$ cat src/rtl/pwm_bank_pkg.sv
package pwm_bank_pkg;
  parameter int CNT_W  = 8;
  parameter int DIVL_W = 8;
  parameter int DIVH_W = 4;
  localparam int PRE_W = (1 << DIVH_W) - 1;

  // MSB first: bit 17 down to bit 0 at default widths
  typedef struct packed {
    logic              syncOff;
    logic              clkOn;
    logic              idleLvl;
    logic              invert;
    logic              odMode;
    logic              pinOn;
    logic [DIVH_W-1:0] divPow;
    logic [DIVL_W-1:0] divInt;
  } chanCtrl_t;

  typedef struct packed {
    logic [CNT_W-1:0] period;
    logic [CNT_W-1:0] fallPt;
    logic [CNT_W-1:0] risePt;
  } chanDuty_t;

  typedef struct packed {
    logic ctrlWr;
    logic dutyWr;
  } chanStb_t;
endpackage

$ cat src/rtl/pwm_bank_regs.sv
module pwm_bank_regs
  import pwm_bank_pkg::*;
#(
  parameter int NUM_CH = 16,
  parameter int ADDR_W = 8
) (
  input  logic              clk,
  input  logic              rstN,
  input  logic [ADDR_W-1:0] regAddr,
  input  logic [31:0]       regWdata,
  input  logic              regWe,
  output logic [31:0]       regRdata,
  output chanCtrl_t         ctrlQ [NUM_CH],
  output chanDuty_t         dutyQ [NUM_CH],
  output chanStb_t          stb   [NUM_CH]
);
  localparam int CH_W    = ADDR_W - 4;
  localparam int CTRL_W  = $bits(chanCtrl_t);
  localparam int PER_LSB = 32 - CNT_W;
  localparam int GAP_W   = PER_LSB - 2 * CNT_W;

  logic [CH_W-1:0] chanSel;
  logic [3:0]      offs;
  logic            selOk;
  logic            hitCtrl;
  logic            hitDuty;

  assign chanSel = regAddr[ADDR_W-1:4];
  assign offs    = regAddr[3:0];
  assign selOk   = (int'(chanSel) < NUM_CH);
  assign hitCtrl = selOk && (offs == 4'h0);
  assign hitDuty = selOk && (offs == 4'h4);

  for (genvar c = 0; c < NUM_CH; c++) begin : g_ch
    logic selC;
    assign selC   = (int'(chanSel) == c);
    assign stb[c] = '{ctrlWr: regWe & hitCtrl & selC,
                      dutyWr: regWe & hitDuty & selC};

    always_ff @(posedge clk) begin
      if (!rstN) begin
        ctrlQ[c] <= '0;
        dutyQ[c] <= '0;
      end else begin
        if (stb[c].ctrlWr) ctrlQ[c] <= chanCtrl_t'(regWdata[CTRL_W-1:0]);
        if (stb[c].dutyWr) begin
          dutyQ[c] <= '{period: regWdata[31:PER_LSB],
                        fallPt: regWdata[2*CNT_W-1:CNT_W],
                        risePt: regWdata[CNT_W-1:0]};
        end
      end
    end
  end

  always_comb begin
    regRdata = '0;
    for (int c = 0; c < NUM_CH; c++) begin
      if (int'(chanSel) == c) begin
        if (offs == 4'h0) begin
          regRdata = {{(32-CTRL_W){1'b0}}, ctrlQ[c]};
        end else if (offs == 4'h4) begin
          regRdata = {dutyQ[c].period, {GAP_W{1'b0}},
                      dutyQ[c].fallPt, dutyQ[c].risePt};
        end
      end
    end
  end
endmodule

$ cat src/rtl/pwm_bank_chan.sv
module pwm_bank_chan
  import pwm_bank_pkg::*;
(
  input  logic             clk,
  input  logic             rstN,
  input  chanCtrl_t        ctrl,
  input  chanDuty_t        duty,
  input  chanStb_t         stb,
  output logic             pinVal,
  output logic             pinOe,
  output logic [CNT_W-1:0] cntOut
);
  logic              run;
  logic [PRE_W-1:0]  hCnt;
  logic [PRE_W-1:0]  hMax;
  logic [DIVL_W-1:0] lCnt;
  logic              hTick;
  logic              lDone;
  logic              tick;
  logic [CNT_W-1:0]  cnt;
  logic              atEnd;
  logic              wrapEvt;
  chanDuty_t         act;
  logic              pend;
  logic              loadAct;
  logic [CNT_W-1:0]  effFall;
  logic              cmpOn;
  logic              rawLvl;

  assign run     = ctrl.clkOn & ctrl.pinOn;
  assign hMax    = ~({PRE_W{1'b1}} << ctrl.divPow);
  assign hTick   = (hCnt == hMax);
  assign lDone   = (lCnt == ctrl.divInt);
  assign tick    = run & hTick & lDone;
  assign atEnd   = (cnt >= act.period);
  assign wrapEvt = tick & atEnd;
  assign loadAct = !run | ctrl.syncOff | (wrapEvt & pend);

  // two-stage divider: power-of-two stage feeds the integer stage
  always_ff @(posedge clk) begin
    if (!rstN || !run || stb.ctrlWr) begin
      hCnt <= '0;
      lCnt <= '0;
    end else if (hTick) begin
      hCnt <= '0;
      lCnt <= lDone ? '0 : lCnt + 1'b1;
    end else begin
      hCnt <= hCnt + 1'b1;
    end
  end

  always_ff @(posedge clk) begin
    if (!rstN || !run) begin
      cnt <= '0;
    end else if (tick) begin
      cnt <= atEnd ? '0 : cnt + 1'b1;
    end
  end

  always_ff @(posedge clk) begin
    if (!rstN) begin
      act  <= '0;
      pend <= 1'b0;
    end else begin
      if (loadAct) act <= duty;
      if (stb.dutyWr) pend <= 1'b1;
      else if (loadAct) pend <= 1'b0;
    end
  end

  assign effFall = (act.fallPt > act.period) ? act.period : act.fallPt;
  assign cmpOn   = (cnt >= act.risePt) && (cnt < effFall);
  assign rawLvl  = run ? cmpOn : ctrl.idleLvl;
  assign pinVal  = rawLvl ^ ctrl.invert;
  assign pinOe   = ctrl.pinOn & (~ctrl.odMode | ~pinVal);
  assign cntOut  = cnt;
endmodule

$ cat src/rtl/pwm_bank.sv
module pwm_bank
  import pwm_bank_pkg::*;
#(
  parameter int NUM_CH = 16,
  localparam int CH_W   = (NUM_CH > 1) ? $clog2(NUM_CH) : 1,
  localparam int ADDR_W = CH_W + 4
) (
  input  logic              clk,
  input  logic              rstN,
  input  logic [ADDR_W-1:0] regAddr,
  input  logic [31:0]       regWdata,
  input  logic              regWe,
  output logic [31:0]       regRdata,
  output logic [NUM_CH-1:0] pwmOut,
  output logic [NUM_CH-1:0] pwmOe
);
  chanCtrl_t        ctrlQ [NUM_CH];
  chanDuty_t        dutyQ [NUM_CH];
  chanStb_t         stb   [NUM_CH];
  logic [CNT_W-1:0] cntQ  [NUM_CH];

  pwm_bank_regs #(.NUM_CH(NUM_CH), .ADDR_W(ADDR_W)) u_regs (
    .clk(clk), .rstN(rstN), .regAddr(regAddr), .regWdata(regWdata),
    .regWe(regWe), .regRdata(regRdata), .ctrlQ(ctrlQ), .dutyQ(dutyQ), .stb(stb)
  );

  for (genvar c = 0; c < NUM_CH; c++) begin : g_chan
    pwm_bank_chan u_chan (
      .clk(clk), .rstN(rstN), .ctrl(ctrlQ[c]), .duty(dutyQ[c]), .stb(stb[c]),
      .pinVal(pwmOut[c]), .pinOe(pwmOe[c]), .cntOut(cntQ[c])
    );
  end
endmodule

$ cat config.mk
export PLATFORM = sky130hd
export DESIGN_NAME = pwm_bank
export DESIGN_NICKNAME = d
export VERILOG_FILES = /design/src/rtl/pwm_bank_pkg.sv /design/src/rtl/pwm_bank_regs.sv /design/src/rtl/pwm_bank_chan.sv /design/src/rtl/pwm_bank.sv
export SDC_FILE = /design/constraint.sdc
export NUM_CORES = 2
export LEC_CHECK = 0
export BUFFER_PORTS_ARGS = -buffer_cell sky130_fd_sc_hd__buf_2
export CAP_MARGIN = 10
export CORE_AREA = 8 8 387 389
export CTS_CLUSTER_SIZE = 12
export DETAILED_ROUTE_END_ITERATION = 16
export DIE_AREA = 0 0 395 397
export PLACE_DENSITY = 0.76
export SLEW_MARGIN = 20
export SYNTH_ARGS = -nofsm -noshare
export SYNTH_HDL_FRONTEND = slang
export SYNTH_SLANG_ARGS = --single-unit
export TNS_END_PERCENT = 100
$ cat constraint.sdc
create_clock -name clk -period 4.35 [get_ports clk]
set_input_delay 0.2175 -clock clk [delete_from_list [all_inputs] [get_ports clk]]
set_output_delay 0.2175 -clock clk [all_outputs]
set_load 0.01 [all_outputs]
==> metrics.md <==
| Metric | Value |
|---|---|
| I/O pin total | `107` |
| Sequential area share after synthesis | `0.367` |
| Peak supply drop | `0.322 mV` |
| Antenna Nets Post-Route | `0` |
| WL per Instance | `24.0 µm` |
| Fraction of layout cells with a size suffix above 1 | `0.105` |
| CP arrival | `4.22 ns` |
| Max Cap Violations | `0` |
| Hold_ws | `0.0990 ns` |
| CTS tree | `built` |
| Final hold vios | `0` |
| Gate Count Post-Synth | `11100` |
| Clock tree buffer depth | `3` |
| R2R cell count | `9` |
| Final core occ | `0.664` |
| Final Max Tran Viols | `0` |
| R2R Path Start | `u_regs.ctrlQ[191]$_SDFFE_PN0P_` |
| Post-Syn Area | `0.0855 mm²` |
| Hold path cells | `3` |
| Worst Path Required | `4.13 ns` |
| GP Congestion | `1.10` |
| Synth area leaders | `dfxtp_1 (37%), nand2_1 (9.2%), ha_1 (8.0%), a21oi_1 (6.7%), nand3_1 (4.0%)` |
| Placed instance count | `12600` |
| Routed WL | `312 mm` |
| CP endpoint kind | `primary output` |
| DRC violations left | `0` |
| Slew @ Worst Pin | `1.37 ns` |
| Root buf cell | `clkbuf_16` |
| Initial antenna violation count | `19` |
| Core Box Area | `0.144 mm²` |
| Synthesis-to-layout area growth | `12.1%` |
| PD cells | `313 mW/mm²` |
| Post-synthesis average cell area | `7.70 µm²` |
| Slew headroom | `0.0777` |
| Most used routing layer | `met2` |
| Clk slew on worst S/H paths | `0.06 ns` |
| PnR worst setup slack | `-0.0882 ns` |
| Hold wc startpoint | `regWdata[31]` |
| Cell Rows | `140` |
| Top FF cell, synth | `dfxtp_1` |
| Number of flops mapped to enable cells by yosys | `0` |
| Failing checks | `negative setup slack` |
| Synth warn | `0` |
| Final Cycle Share | `1.02` |
| FF-to-FF setup slack | `0.52 ns` |
| Synth top area share | `0.367` |
| Status | `finished, violations left` |
| RSZ-0062 raised after global routing | `yes` |
| M3 GR Usage | `0.117` |
| Final cell count without fillers | `13000` |
| CP Max Fanout | `10` |
| Post-DP HPWL | `221 mm` |
| Die footprint | `0.157 mm²` |
| Die W | `395 µm` |
| Hold Path End | `u_regs.dutyQ[287]$_SDFFE_PN0P_` |
| GR Util met1 | `0.482` |
| Total leakage power | `0.0339 µW` |
| GR Overflow Total | `0` |
| I/O Buffers | `94` |
| Overall via count from detail_route | `83600` |
| Global-route wire length before repair | `463 mm` |
| Final setup fails | `6` |
| Worst hold path type | `in2reg` |
| Largest net degree at the start of global routing | `206` |
| Cell accounting for the most synthesized area | `dfxtp_1` |
| Fin nets | `11600` |
| Final Skew | `0.0335 ns` |
| CTS H-tree depth | `4` |
| Library cells used by synthesis | `99` |
| R2r endpoint | `g_chan[5].u_chan.act[21]$_SDFFE_PN0P_` |
| Top cells by count, synth | `nand2_1 (2084), dfxtp_1 (1568), a21oi_1 (1144)` |
| Most frequent cell after synthesis | `nand2_1` |
| Async set or reset register ratio after synthesis | `0` |
| Tmin final | `4.44 ns` |
| Drt initial violations | `10600` |
| Crit path launch type | `flip-flop` |
| Worst-skew pair later-pin latency | `0.82 ns` |
| Total GRT Usage | `0.374` |
| GR Util met2 | `0.554` |
| Die H | `397 µm` |
| Achievable Freq | `225 MHz` |
| Total iterations of the first detailed-routing run | `10` |
| Clock sinks | `1568` |
| CTS Buf Count | `171` |
| Initial Utilization | `0.593` |
| CP Class | `reg2out` |
| Vias in the first global route | `76200` |
| Number of vias per cell | `6.41` |
| TNS Setup | `-0.335 ns` |
| Seq cells post-synth | `1568` |
## worst max-delay path by stage
| stage | start | endpoint | depth (start not counted) |
|---|---|---|---|
| 6_report | u_regs.ctrlQ[242]$_SDFFE_PN0P_ | regRdata[8] | 9 |
| 5_1_grt | g_chan[3].u_chan.act[19]$_SDFFE_PN0P_ | pwmOut[3] | 19 |
| 4_1_cts | g_chan[3].u_chan.act[20]$_SDFFE_PN0P_ | pwmOut[3] | 19 |
| 3_5_place_dp | g_chan[5].u_chan.act[19]$_SDFFE_PN0P_ | pwmOut[5] | 16 |
| 3_3_place_gp | g_chan[5].u_chan.act[19]$_SDFFE_PN0P_ | pwmOut[5] | 16 |
| 2_1_floorplan | g_chan[5].u_chan.act[20]$_SDFFE_PN0P_ | pwmOut[5] | 16 |
## state kept, by name (all words and copies together) (netlist names)
| name | cells |
|---|---|
| g_chan.u_chan.act | 384 |
| u_regs.dutyQ | 384 |
| g_chan.u_chan.hCnt | 240 |
| g_chan.u_chan.lCnt | 128 |
| g_chan.u_chan.pend | 16 |
| g_chan.u_chan.cntOut | 128 |
| u_regs.ctrlQ | 288 |
## report_power, final
group / internal, µW / switching (µW) / total [µW]
sequential: 14400 / 15.9 / 14400
combinational: 192 / 805 / 997
clock: 8440 / 6150 / 14600
## cell type report
cell class                      count  area (µm²)
Sequential cell                  1568       31500
Multi-Input combinational cell   8387       51500
Timing Repair Buffer              439        3320
Antenna cell                       14        35.0
Tap cell                         1917        2400
Fill cell                       12000       48400
Clock buffer                      245        4970
Clock inverter                     48         538
Inverter                          414        1570
## layout by cell type, fill, tap and decap left out, types with 38 or more instances in the layout
cell	n
a22oi_1	82
o31ai_1	70
inv_2	57
nor4_1	94
nand4_1	161
nand2_1	2080
o21ai_0	492
mux2i_1	256
or3_1	68
xor2_1	263
a21oi_1	1091
dfxtp_2	69
nor3_1	92
dfxtp_1	1497
nand2b_1	80
ha_1	485
xnor2_1	246
o22ai_1	100
ha_4	56
inv_1	351
nor2_1	786
nand3_1	674
buf_2	90
a21oi_2	50
clkbuf_16	177
a211oi_1	38
o21ai_1	51
buf_4	306
clkbuf_1	38
a21o_1	95
nor2b_1	91
and3_1	114
## critical path: stages (launching register included)
cell and delay [ns]:
dfxtp_1 0.43, mux2i_1 0.69, o22ai_1 0.32, a311oi_1 0.55
o21ai_0 0.29, o21ai_0 0.31, a41o_1 0.27, o21ai_0 0.16
buf_4 0.23, buf_2 0.15
## repair_timing
action	CTS	global route
pin swaps	50	185
gates resized for setup	116	344
hold endpoints to repair	193	5
hold buffers	14	1
setup endpoints to repair	27	32
cloned	2	7
buffers inserted	21	52
## routing by layer
layer  routed length (µm)  vias to the layer above
met5                   94                        -
met4                22100                       14
met3                39700                     1146
met2               129000                     4516
met1               121000                    39500
li1                     -                    38400
## cells by family (layout without fill, tap and decap cells)
logic type | after synthesis | in the layout | share of synthesized area
xor+xnor | 514 | 514 | 0.0527
simple gates | 4506 | 4508 | 0.237
buf+inv | 1154 | 1146 | 0.0532
other cells | 1 | 20 | 0.0000439
compound gates | 2545 | 2545 | 0.178
flops | 1568 | 1568 | 0.367
mux | 269 | 269 | 0.0322
fa+ha+maj | 545 | 545 | 0.0797
## per-stage QoR
stage          worst slack (ns)  instance area, µm²  power (µW)
2_1_floorplan             0.477               85500       15200
3_3_place_gp             -0.156               87600       15600
3_5_place_dp             -0.109               87600       15600
4_1_cts                  -0.176               93900       29900
5_1_grt                  -0.253               95700       30600
6_report                -0.0882               95800       30000
(Power assumes the default switching activity.)
